### src/rtl/tsc_pkg.sv
package tsc_pkg;

   // Kind of register access decoded from the strobes and the offset.
   typedef enum logic [1:0] {
      ACC_NONE  = 2'd0,
      ACC_LO    = 2'd1,
      ACC_HI    = 2'd2,
      ACC_OTHER = 2'd3
   } tsc_acc_e;

   typedef struct packed {
      tsc_acc_e kind;
      logic     is_rd;
      logic     is_wr;
   } tsc_access_t;

endpackage

### src/rtl/tsc_counter.sv
module tsc_counter #(
   parameter int CNT_W       = 40,
   parameter int SEG_W       = 32,
   parameter bit SPLIT_CARRY = 1'b1
) (
   input  logic             clk,
   input  logic             rst_n,
   input  logic             step,
   output logic [CNT_W-1:0] cnt_q
);

   localparam int UP_W = CNT_W - SEG_W;

   generate
      if (SEG_W < 1 || SEG_W >= CNT_W) begin : g_bad_seg
         $error("tsc_counter: SEG_W must lie in 1..CNT_W-1");
      end

      if (SPLIT_CARRY) begin : g_split
         // Low segment and upper segment with the carry taken from an AND of the low bits.
         logic [SEG_W-1:0] lo_q;
         logic [UP_W-1:0]  up_q;
         always_ff @(posedge clk or negedge rst_n) begin
            if (!rst_n) begin
               lo_q <= '0;
               up_q <= '0;
            end else if (step) begin
               lo_q <= lo_q + 1'b1;
               if (&lo_q) up_q <= up_q + 1'b1;
            end
         end
         assign cnt_q = {up_q, lo_q};
      end else begin : g_flat
         logic [CNT_W-1:0] all_q;
         always_ff @(posedge clk or negedge rst_n) begin
            if (!rst_n)    all_q <= '0;
            else if (step) all_q <= all_q + 1'b1;
         end
         assign cnt_q = all_q;
      end
   endgenerate

   // one count per enabled tick, modulo 2^CNT_W
   p_step_one_r2: assert property (@(posedge clk) disable iff (!rst_n)
      step |=> cnt_q == CNT_W'($past(cnt_q) + 1'b1));

   // no enabled tick, no movement
   p_hold_idle_r3: assert property (@(posedge clk) disable iff (!rst_n)
      !step |=> $stable(cnt_q));

endmodule

### src/rtl/tsc_snap.sv
module tsc_snap #(
   parameter int HI_W = 8
) (
   input  logic            clk,
   input  logic            rst_n,
   input  logic            capture,
   input  logic [HI_W-1:0] cnt_hi,
   output logic [HI_W-1:0] lat_q
);

   generate
      if (HI_W < 1) begin : g_bad_w
         $error("tsc_snap: HI_W must be at least 1");
      end
   endgenerate

   always_ff @(posedge clk or negedge rst_n) begin
      if (!rst_n)       lat_q <= '0;
      else if (capture) lat_q <= cnt_hi;
   end

   // the latch takes the upper bits seen during the low-word access
   p_capture_pre_r4: assert property (@(posedge clk) disable iff (!rst_n)
      capture |=> lat_q == $past(cnt_hi));

   // the latch is left alone between low-word reads
   p_latch_hold_r5: assert property (@(posedge clk) disable iff (!rst_n)
      !capture |=> $stable(lat_q));

endmodule

### src/rtl/tsc_regs.sv
module tsc_regs
   import tsc_pkg::*;
#(
   parameter int          ADDR_W = 8,
   parameter int          DATA_W = 32,
   parameter int          HI_W   = 8,
   parameter int          EN_BIT = 8,
   parameter logic [31:0] LO_OFS = 32'h60,
   parameter logic [31:0] HI_OFS = 32'h64
) (
   input  logic              clk,
   input  logic              rst_n,
   input  logic              rd_en,
   input  logic              wr_en,
   input  logic [ADDR_W-1:0] addr,
   input  logic              wr_bit,
   input  logic [DATA_W-1:0] cnt_lo,
   input  logic [HI_W-1:0]   lat,
   output logic              run_q,
   output logic              rd_lo,
   output logic [DATA_W-1:0] rdata
);

   localparam logic [ADDR_W-1:0] LO_A = LO_OFS[ADDR_W-1:0];
   localparam logic [ADDR_W-1:0] HI_A = HI_OFS[ADDR_W-1:0];

   generate
      if (EN_BIT < HI_W || EN_BIT >= DATA_W) begin : g_bad_en
         $error("tsc_regs: EN_BIT must sit above the latch and inside the word");
      end
      if (LO_A == HI_A) begin : g_bad_ofs
         $error("tsc_regs: low and high offsets must differ");
      end
   endgenerate

   tsc_access_t acc;
   logic        wr_hi;

   always_comb begin
      acc.is_rd = rd_en;
      acc.is_wr = wr_en;
      if (!rd_en && !wr_en)  acc.kind = ACC_NONE;
      else if (addr == LO_A) acc.kind = ACC_LO;
      else if (addr == HI_A) acc.kind = ACC_HI;
      else                   acc.kind = ACC_OTHER;
   end

   assign rd_lo = acc.is_rd && (acc.kind == ACC_LO);
   assign wr_hi = acc.is_wr && (acc.kind == ACC_HI);

   always_ff @(posedge clk or negedge rst_n) begin
      if (!rst_n)     run_q <= 1'b0;
      else if (wr_hi) run_q <= wr_bit;
   end

   always_comb begin
      rdata = '0;
      if (acc.is_rd) begin
         case (acc.kind)
            ACC_LO: rdata = cnt_lo;
            ACC_HI: begin
               rdata[HI_W-1:0] = lat;
               rdata[EN_BIT]   = run_q;
            end
            default: rdata = '0;
         endcase
      end
   end

   // a high-register write sets the enable to the written bit
   p_en_write_r6: assert property (@(posedge clk) disable iff (!rst_n)
      wr_hi |=> run_q == $past(wr_bit));

   // no other access moves the enable
   p_en_steady_r7: assert property (@(posedge clk) disable iff (!rst_n)
      !wr_hi |=> $stable(run_q));

endmodule

### src/rtl/tsc40_stamp.sv
module tsc40_stamp #(
   parameter int          CNT_W       = 40,
   parameter int          DATA_W      = 32,
   parameter int          ADDR_W      = 8,
   parameter int          EN_BIT      = 8,
   parameter logic [31:0] LO_OFS      = 32'h60,
   parameter logic [31:0] HI_OFS      = 32'h64,
   parameter bit          SPLIT_CARRY = 1'b1
) (
   input  logic              clk,
   input  logic              rst_n,
   input  logic              tick_en,
   input  logic              rd_en,
   input  logic              wr_en,
   input  logic [ADDR_W-1:0] addr,
   input  logic [DATA_W-1:0] wdata,
   output logic [DATA_W-1:0] rdata
);

   localparam int HI_W = CNT_W - DATA_W;

   generate
      if (CNT_W <= DATA_W || CNT_W > 2 * DATA_W) begin : g_bad_cnt
         $error("tsc40_stamp: CNT_W must exceed DATA_W and fit in two words");
      end
   endgenerate

   logic [CNT_W-1:0] cnt;
   logic [HI_W-1:0]  lat;
   logic             run;
   logic             rd_lo;
   logic             step;

   assign step = tick_en && run;

   tsc_counter #(
      .CNT_W       (CNT_W),
      .SEG_W       (DATA_W),
      .SPLIT_CARRY (SPLIT_CARRY)
   ) u_cnt (
      .clk   (clk),
      .rst_n (rst_n),
      .step  (step),
      .cnt_q (cnt)
   );

   tsc_snap #(
      .HI_W (HI_W)
   ) u_snap (
      .clk     (clk),
      .rst_n   (rst_n),
      .capture (rd_lo),
      .cnt_hi  (cnt[CNT_W-1:DATA_W]),
      .lat_q   (lat)
   );

   tsc_regs #(
      .ADDR_W (ADDR_W),
      .DATA_W (DATA_W),
      .HI_W   (HI_W),
      .EN_BIT (EN_BIT),
      .LO_OFS (LO_OFS),
      .HI_OFS (HI_OFS)
   ) u_regs (
      .clk    (clk),
      .rst_n  (rst_n),
      .rd_en  (rd_en),
      .wr_en  (wr_en),
      .addr   (addr),
      .wr_bit (wdata[EN_BIT]),
      .cnt_lo (cnt[DATA_W-1:0]),
      .lat    (lat),
      .run_q  (run),
      .rd_lo  (rd_lo),
      .rdata  (rdata)
   );

   // stopped counter ignores ticks
   p_stopped_r1: assert property (@(posedge clk) disable iff (!rst_n)
      (!run && tick_en) |=> $stable(cnt));

   // the low word returned is the counter value before any increment
   p_lo_read_r4: assert property (@(posedge clk) disable iff (!rst_n)
      rd_lo |-> rdata == cnt[DATA_W-1:0]);

endmodule

### config.mk
export PLATFORM = sky130hd
export DESIGN_NAME = tsc40_stamp
export DESIGN_NICKNAME = d
export VERILOG_FILES = /design/src/rtl/tsc_pkg.sv /design/src/rtl/tsc_counter.sv /design/src/rtl/tsc_snap.sv /design/src/rtl/tsc_regs.sv /design/src/rtl/tsc40_stamp.sv
export SDC_FILE = /design/constraint.sdc
export NUM_CORES = 1
export LEC_CHECK = 0
export BUFFER_PORTS_ARGS = -buffer_cell sky130_fd_sc_hd__buf_2
export CORE_ASPECT_RATIO = 0.9
export CORE_MARGIN = 4
export CORE_UTILIZATION = 35
export CTS_CLUSTER_DIAMETER = 100
export DETAILED_ROUTE_END_ITERATION = 10
export SLEW_MARGIN = 20
export SYNTH_ARGS = -nofsm -noshare
export SYNTH_HDL_FRONTEND = slang
export SYNTH_SLANG_ARGS = --single-unit
### constraint.sdc
create_clock -name clk -period 5.6 [get_ports clk]
set_input_delay 1.12 -clock clk [delete_from_list [all_inputs] [get_ports clk]]
set_output_delay 1.12 -clock clk [all_outputs]
set_load 0.005 [all_outputs]
Word-level counts from Yosys, hierarchy flattened
Index checks and enable logic that the tools add are counted.
{"block": "op_classes", "add_sub_neg": 2, "multipliers": 0, "div_mod_pow": 0, "magnitude_cmp": 0, "n_eq_ne": 4, "n_shift": 0, "n_mux": 6, "bitwise": 0, "reduce_logical": 7}
{"op": "$reduce_and A33 Y1", "count": 1}
{"op": "$add A32 B1 Y32 const B", "count": 1}
{"op": "$mux W32", "count": 1}
{"op": "$mux W23", "count": 1}
{"op": "$pmux W9 S2", "count": 1}
{"op": "$eq A8 B7 Y1 const B", "count": 2}
{"op": "$add A8 B1 Y8 const B", "count": 1}
{"op": "$logic_and A1 B1 Y1", "count": 4}
{"op": "$mux W2", "count": 2}
{"op": "$eq A2 B1 Y1 const B", "count": 1}
{"op": "$eq A2 B2 Y1 const B", "count": 1}
{"op": "$logic_not A1 Y1", "count": 2}
{"op": "$mux W1", "count": 1}
{"block": "totals", "ff_bits": 49, "latchBits": 0, "ramBits": 0, "mem_bits_ro": 0, "input_bits": 45, "output_inout_bits": 32, "wordCells": 23, "mem_count": 0}

Longest topological paths before layout
Gate-level depths: netlist of run 1.
{"block": "depth", "ltp_word": 7, "ltp_mapped": 8, "ltp_nobuf": 7}

Hierarchy
Synthesis of run 1 repeated with hierarchy kept, for this count alone.
{"block": "unflattened", "cells_unflattened": 250, "area_unflattened_um2": 2633.8}
{"mod": "tsc_counter", "n_inst": 1, "cells_per_inst": 169, "area_per_inst_um2": 1859.3}
{"mod": "tsc_regs", "n_inst": 1, "cells_per_inst": 63, "area_per_inst_um2": 436.7}
{"mod": "tsc_snap", "n_inst": 1, "cells_per_inst": 17, "area_per_inst_um2": 331.6}
{"mod": "tsc40_stamp", "n_inst": 1, "cells_per_inst": 1, "area_per_inst_um2": 6.3}

Least setup slack after synthesis of run 1
No wires, ideal clock.
{"block": "synth_timing", "kind": "input -> output", "startpoint": "input addr[1]", "endpoint": "output rdata[8]", "arrival_time_ps": 2548, "required_ps": 4480, "setup_slack_ps": 1932, "stages": 8, "path_cell_list": "nor4b_1 -> nand2_1 -> o22ai_1 -> ha_1 -> clkbuf_1 -> clkbuf_1 -> a22oi_1 -> nor2_1"}
{"block": "synth_between", "elab_chain_cells": 7}
{"element": "from (decl)", "line": "tsc40_stamp.sv:15", "text": "input logic [ADDR_W-1:0] addr,"}
{"element": "$eq A8 B7 Y1", "line": "tsc_regs.sv:44", "text": "else if (addr == HI_A) acc.kind = ACC_HI;"}
{"element": "$mux W1", "line": "tsc_regs.sv:44"}
{"element": "$mux W2 (*)", "line": "tsc_regs.sv:43", "text": "else if (addr == LO_A) acc.kind = ACC_LO;"}
{"element": "$mux W2 (*)", "line": "tsc_regs.sv:42", "text": "if (!rd_en && !wr_en) acc.kind = ACC_NONE;"}
{"element": "$eq A2 B2 Y1 / $eq A2 B1 Y1 (equally long branches)", "line": "tsc_regs.sv:59", "text": "case (acc.kind)"}
{"element": "$pmux W9 S2 (*)", "line": "tsc_regs.sv:59"}
{"element": "$mux W32 (*)", "line": "tsc_regs.sv:58", "text": "if (acc.is_rd) begin"}
{"element": "to (decl)", "line": "tsc40_stamp.sv:17", "text": "output logic [DATA_W-1:0] rdata"}
Mark *: on every way between the ends. The rest lies on a longest branch, timed or not.

Worst setup path after layout of run 1
{"block": "layout_timing", "startpoint": "input addr[1]", "endpoint": "output rdata[13]"}
{"block": "layout_between", "elab_chain_cells": 7}
{"element": "$eq A8 B7 Y1", "line": "tsc_regs.sv:44"}
{"element": "$mux W1", "line": "tsc_regs.sv:44"}
{"element": "$mux W2 (*)", "line": "tsc_regs.sv:43"}
{"element": "$mux W2 (*)", "line": "tsc_regs.sv:42"}
{"element": "$eq A2 B1 Y1 (*)", "line": "tsc_regs.sv:59"}
{"element": "$mux W23 (*)", "line": "tsc_regs.sv:59"}
{"element": "$mux W32 (*)", "line": "tsc_regs.sv:58"}
Marks and branches as above.

==> results of run 1 <==
registers in the layout, indices dropped and copies added, names as in the netlist:
| register | flops |
|---|---|
| u_cnt.g_split.lo_q | 32 |
| u_cnt.g_split.up_q | 8 |
| u_snap.lat_q | 8 |
| u_regs.run_q | 1 |
worst paths after layout:
kind                                        startpoint  cells after the start  slack [ns]                      to
worst max register to register  u_cnt.g_split.lo_q[15]                      4        3.53   u_cnt.g_split.up_q[1]
worst min-delay path             u_cnt.g_split.up_q[7]                      1        0.49   u_cnt.g_split.up_q[7]
worst min register to register   u_cnt.g_split.up_q[7]                      1        0.49   u_cnt.g_split.up_q[7]
worst max-delay path                           addr[1]                      8        1.00               rdata[13]
max in group asynchronous                        rst_n                      2        4.26  u_cnt.g_split.lo_q[19]
min in group asynchronous                        rst_n                      2        0.91   u_cnt.g_split.lo_q[3]
cells in the mapped netlist:
master	n	area, um^2
a22oi_1	9	67.56
and2_1	2	12.51
and3_1	21	131.4
and4_1	5	43.79
buf_1	2	7.510
buf_2	1	5.000
buf_4	2	15.01
buf_6	1	11.26
clkbuf_1	9	33.78
dfrtp_1	49	1226
ha_1	4	50.05
inv_1	9	33.78
mux2_1	1	11.26
mux2_2	10	112.6
nand2_1	20	75.07
nand2b_1	1	6.260
nand3_1	9	45.04
nand4_1	10	62.56
nand4_2	2	25.02
nor2_1	19	71.32
nor3_1	9	45.04
nor3b_1	1	7.510
nor4_1	8	50.05
nor4_2	8	100.1
nor4_4	1	21.27
nor4b_1	1	8.760
o22a_1	1	8.760
o22ai_1	1	6.260
or2_2	1	6.260
or4_1	2	15.01
xnor2_1	11	96.34
xor2_1	27	236.5
through the flow:
stage | instances | hold slack (ns) | power (W) | utilization [%]
floorplan | 257 | 0.4378 | 0.0004591 | -
global placement | 382 | 0.4536 | 0.0004848 | 40.62
detailed placement | 382 | 0.4741 | 0.0004869 | 40.62
CTS | 390 | 0.4864 | 0.0007523 | 42.23
global route | 390 | 0.5039 | 0.0007781 | 42.23
finish | 390 | 0.4855 | 0.0007423 | 42.23
where the power goes:
group / leakage, nW / switching [W] / internal (W) / total (W)
Clock: 0.0585 / 0.000117 / 0.000146 / 0.000263
Combinational: 0.916 / 0.0000390 / 0.0000335 / 0.0000725
Sequential: 0.648 / 0.0000325 / 0.000374 / 0.000407
Total: 1.62 / 0.000189 / 0.000554 / 0.000742
routing by layer:
layer  up-vias  routed length, um
met5         -                  0
met4         0                 80
met3         7                240
met2        38               2669
met1       954               3004
li1        984                  -
area by class of cell:
cell class	instances	share of cell area, %
inverter	9	1.108
tap	93	3.816
multi-input combinational	184	43.17
clock buffer	7	2.831
timing repair buffer	47	7.879
sequential	49	40.21
clock inverter	1	0.9848
cells by family after synthesis:
logic type,share of synthesized area [%]
simple gates,27.44
flops,46.29
xor+xnor,12.56
buf+inv,4.015
compound gates,3.118
mux,4.676
fa+ha+maj,1.890
==> out/qor.yml, run 1 <==
status: "complete, no violations"
final_nets: 345
use_met2_pct: 20.94
multiInputGateArea_mm2: 0.001316
busiest_layer: "met2"
firstDrtPassIters: 4
cts.sinks: 49
fin_crit_ns: 4.597
period_share_pct: 82.08
seq_area_mm2: 0.001226
place_area_mm2: 0.002933
hold_buffers: 0
rsz0062_at_grt: "no"
core_mm2: 0.007221
syn_to_final_growth_pct: 15.12
ys_seq_area_share_pct: 46.29
irDropWorstVdd_mv: 0.09972
routed_wl_mm: 5.994
grt_use_met3_pct: 2.703
finalWeightedCongestion: 0.7836
antenna_found_initial: 0
htree_levels: 2
setup_slack_ns: 1.003
relSlewSlack_pct: 53.13
grt_max_degree: 50
num_rows: 29
synth.yosys.warnings: 0
finalSetupViolations: 0
grt_pass1_vias: 2008
root_buffer: "clkbuf_8"
grt_pass1_wl_mm: 10.12
final_cell_mix: "dfrtp_1 (49), buf_2 (45), xor2_1 (27), and3_1 (21), nand2_1 (20)"
syn_avg_cell_area_um2: 10.31
place_hpwl_mm: 4.219
fill_cells: 723
cts_tree: "yes"
path_class: "in -> out"
drv_cap: 0
crit_fanout: 19
cp-start-kind: "input pin"
drtIter0Drc: 111
cpPeakStageDelay_ns: 0.65
slew_violations: 0
cts_resized: 0
wl_per_cell_um: 15.37
min_path_type: "reg -> reg"
p_per_area_mw_per_mm2: 243.4
fmaxAchievable_mhz: 217.6
cts_made_buffers: 5
p_leak_nw: 1.623
grt-ovfl-total: 0
slowest_stage: "ha_1"
grtUsageTotal_pct: 13.84
drc_errors: 0
synthCells: 257
synth_area_mm2: 0.002649
final_common_cell: "dfrtp_1"
synth_seq_cells: 49
cp_top_family: "simple AND/OR/NAND/NOR gates"
worstPathCellList: "buf_2, nor4b_1, nand2_1, o22ai_1, ha_1, nand2_1, nor2_1, buf_2"
fp.dieH_um: 90.53
synth.distinct_cells: 32
io_buffers: 45
worst-path-buf-inv: 2
drive_above_1_share_pct: 25.59
start_util_pct: 36.68
diodes: 0
design_area_mm2: 0.003049
finalSetupTns_ns: 0
die_area_mm2: 0.009026
drt-vias-per-instance: 5.085
crit_arrival_ns: 3.48
hold_viol: 0
fin_skew_ns: 0.003836
clock_path_buffers: 2
synth_nets: 306
drt.antenna.violating_nets: 0
place_ws_ns: 1.037
die_w_um: 99.70
vias: 1983
cp.required_ns: 4.48
num_io_pins: 77
clk_pin_slew_ns: 0.09
grtUsageMet1_pct: 19.88
endpoint_kind: "output pin"
cts_setup_buffers: 0
tightest_slew_ns: 0.7031
clk_latency_ns: 0.30
Note: power is estimated with default switching activity, not from simulation.
==> run 2, diff against run 1 <==
- ABC_AREA: default -> 1
- clock period: 5.6 -> 3.8 ns (I/O delays scaled with it)
==> run 2 against run 1 <==
Clock-buffer cell count shrank 2. Via count grew 30%. Core utilization grew 0.060 points. Total power grew 57%. First-iteration DRC count shrank 2.7%. Highest routed layer unchanged.
==> out/qor.yml, run 2 <==
dp_cells: 543  # was 382
num_rows: 31  # was 29
switching_power_w: 0.0002996  # was 0.0001887 W
regToRegSetupSlack_ns: 2.12  # was 3.53 ns
vias: 2575  # was 1983
drt.antenna.violating_nets: 0  # unchanged
fin_hold_ws_ns: 0.4748  # was 0.4855 ns
clock_path_buffers: 2  # unchanged
r2r_start: "u_cnt.g_split.lo_q[1]"  # was u_cnt.g_split.lo_q[15]
drc_errors: 0  # unchanged
endpoint_kind: "output pin"  # unchanged
synthTopCellsByCount: "nand2_1 (111), inv_1 (62), nor2_1 (54), dfrtp_1 (49), xor2_1 (22)"  # was dfrtp_1 (49), xor2_1 (27), and3_1 (21), nand2_1 (20), nor2_1 (19)
p_leak_nw: 1.711  # was 1.623 nW
fmaxAchievable_mhz: 318.1
path_class: "in -> out"  # unchanged
root_buffer: "clkbuf_8"  # unchanged
synth_edf_count: 0  # unchanged
tightest_slew_ns: 0.6849  # was 0.7031 ns
fin_skew_ns: 0.009159  # was 0.003836 ns
clk_latency_ns: 0.31  # was 0.30 ns
period_share_pct: 82.72
clk_pin_slew_ns: 0.10  # was 0.09 ns
status: "complete, no violations"  # unchanged
synth_nets: 452  # was 306
grt_max_degree: 37  # was 50
drt-vias-per-instance: 4.673  # was 5.085
drv_cap: 0  # unchanged
core_mm2: 0.008145  # was 0.007221 mm^2
final_nets: 500  # was 345
final_cell_mix: "nand2_1 (111), inv_1 (62), nor2_1 (54), dfrtp_1 (49), buf_2 (45)"  # was dfrtp_1 (49), buf_2 (45), xor2_1 (27), and3_1 (21), nand2_1 (20)
post-synth-top-count-cell: "nand2_1"  # was dfrtp_1
synth_top_area_cell: "dfrtp_1"  # unchanged
largest_reg_flops: 32  # unchanged
r2r_cells: 8  # was 4
syn_avg_cell_area_um2: 7.380  # was 10.31 um^2
rsz0062_at_grt: "no"  # unchanged
min_path_type: "in -> async"  # was reg -> reg
layout.cells.non_filler: 551  # was 390
place_hpwl_mm: 5.220  # was 4.219 mm
fp.dieH_um: 95.45  # was 90.53 um
comb_power_share_pct: 10.1  # was 9.8%
synthCells: 403  # was 257
slowest_stage: "ha_1"  # unchanged
hold_viol: 0  # unchanged
finalSetupTns_ns: 0  # unchanged
finalWeightedCongestion: 0.8107  # was 0.7836
cp-start-kind: "input pin"  # unchanged
htree_levels: 2  # unchanged
relSlewSlack_pct: 54.34  # was 53.13%
antenna_found_initial: 0  # unchanged
timing.rr.end: "u_cnt.g_split.lo_q[24]"  # was u_cnt.g_split.up_q[1]
grt-ovfl-total: 0  # unchanged
syn_to_final_growth_pct: 15.82  # was 15.12%
drtIter0Drc: 108  # was 111
ys_async_sr_fraction_pct: 100.0  # unchanged
p_sw_share_pct: 25.76  # was 25.43%
cts_resized: 0  # unchanged
cp-startpoint: "addr[1]"  # unchanged
start_util_pct: 36.51  # was 36.68%
cpPeakStageDelay_ns: 0.33  # was 0.65 ns
routed_wl_mm: 6.690  # was 5.994 mm
irDropWorstVdd_mv: 0.2106  # was 0.09972 mV
fin_crit_ns: 3.143
dominantRegCellSynth: "dfrtp_1"  # unchanged
wl_per_cell_um: 12.14  # was 15.37 um
cp.required_ns: 3.04  # was 4.48 ns
crit_fanout: 36  # was 19
num_io_pins: 77  # unchanged
synth_area_mm2: 0.002974  # was 0.002649 mm^2
clkPwrFrac_pct: 38.9  # was 35.4%
largest_register: "u_cnt.g_split.lo_q"  # unchanged
grtUsageTotal_pct: 14.45  # was 13.84%
ys_seq_area_share_pct: 41.23  # was 46.29%
cts.sinks: 49  # unchanged
synth.yosys.warnings: 0  # unchanged
drive_above_1_share_pct: 19.25  # was 25.59%
diodes: 0  # unchanged
synth_seq_cells: 49  # unchanged
cts_setup_buffers: 0  # unchanged
firstDrtPassIters: 8  # was 4
grt_pass1_wl_mm: 11.75  # was 10.12 mm
io_buffers: 45  # unchanged
grt_pass1_vias: 2577  # was 2008
cts_tree: "yes"  # unchanged
p_seq_share_pct: 51.0  # was 54.8%
die_w_um: 105.2  # was 99.70 um
synth.distinct_cells: 27  # was 32
die_area_mm2: 0.01004  # was 0.009026 mm^2
crit_arrival_ns: 2.38  # was 3.48 ns
final_common_cell: "nand2_1"  # was dfrtp_1
power.internal_w: 0.0008636  # was 0.0005535 W
synth_top_cells_by_area: "dfrtp_1 (41%), nand2_1 (14%), inv_1 (7.8%)"  # was dfrtp_1 (46%), xor2_1 (8.9%), and3_1 (5.0%)
finalSetupViolations: 0  # unchanged
hold_buffers: 0  # unchanged
netlist.area_leader.share_pct: 41.23  # was 46.29%
largestRegisters: "u_cnt.g_split.lo_q: 32 flops, u_cnt.g_split.up_q: 8 flops, u_snap.lat_q: 8 flops"  # unchanged
p_per_area_mw_per_mm2: 337.7  # was 243.4 mW/mm^2
slew_violations: 0  # unchanged
worstPathCellList: "buf_2, or2_2, inv_1, a31oi_1, inv_1, ha_1, nand2_1, buf_4, nor2_1, buf_2"  # was buf_2, nor4b_1, nand2_1, o22ai_1, ha_1, nand2_1, nor2_1, buf_2
endpoint: "rdata[23]"  # was rdata[13]
fill_cells: 862  # was 723
cts_made_buffers: 5  # unchanged
-- run 2: cell types whose count changed in the layout (fill, tap and decap cells not counted), sizes merged, moves of 8 or more --
cell | previous run | this run
and3 | 21 | 0
mux2 | 11 | 3
nand3 | 9 | 22
xnor2 | 11 | 3
o21ai | 0 | 13
inv | 9 | 63
a22oi | 9 | 0
nor2 | 19 | 66
a21oi | 0 | 10
nor4 | 17 | 0
nand2 | 20 | 118
-- run 2: worst max-delay path: cells and delay by family --
family          cells  cell delay [ns]
buf+inv             5             0.64
simple gates        3             0.53
fa+ha+maj           1             0.33
compound gates      1             0.11
-- run 2: cell type report --
class,count,area [um^2],share of cell area [%]
clock inverter,3,68.82,1.998
multi-input combinational,286,1484,43.08
clock buffer,5,68.82,1.998
inverter,62,232.7,6.756
sequential,49,1226,35.60
timing repair buffer,47,240.2,6.974
tap,99,123.9,3.596
-- run 2: metrics by stage --
step	utilization, %	worst slack, ns	cell area [um^2]	total power, W
global placement	40.60	0.7050	3307	0.0007200
CTS	42.29	0.6481	3445	0.001179
finish	42.29	0.6567	3445	0.001163
floorplan	-	0.9326	2974	0.0006735
detailed placement	40.60	0.6557	3307	0.0007234
global route	42.29	0.4947	3445	0.001228
-- run 2: worst min-delay path by stage --
stage	end	cells past startpoint	startpoint	slack (ns)
3_3_place_gp	u_snap.lat_q[6]	2	u_snap.lat_q[6]	0.47
4_1_cts	u_snap.lat_q[1]	1	rst_n	0.49
6_report	u_cnt.g_split.up_q[2]	1	rst_n	0.47
2_1_floorplan	u_snap.lat_q[0]	2	u_snap.lat_q[0]	0.45
5_1_grt	u_cnt.g_split.up_q[2]	1	rst_n	0.51
3_5_place_dp	u_snap.lat_q[4]	2	u_snap.lat_q[4]	0.47
-- run 2: cell families (layout without fill, tap and decap cells) --
group                      count (synthesis)  count (layout)  synth area share (%)
adders and majority gates                  4               4                 1.683
buffers and inverters                     68             117                 8.876
DFF                                       49              49                 41.23
xor gates and xnor gates                  25              25                 7.362
muxes                                      3               3                 1.136
AOI/OAI and AO/OA                         26              26                 5.385
and+or+nand+nor                          228             228                 34.33
-- run 2: layer usage --
layer  share of wire (%)  up-vias  global-route usage, %
met2                  46       36                  24.63
met1                  49     1197                  19.06
li1                    -     1338                      -
met3                 3.9        4                  2.573
met4                0.88        0                  3.934
met5                   0        -                      0
-- run 2: power groups by stage --
stage                logic, W  clock network [W]  registers, W
finish               0.000117           0.000452      0.000594
global route         0.000137           0.000489      0.000602
CTS                  0.000120           0.000465      0.000594
detailed placement   0.000120                  0      0.000604
global placement     0.000116                  0      0.000604
floorplan           0.0000808                  0      0.000593
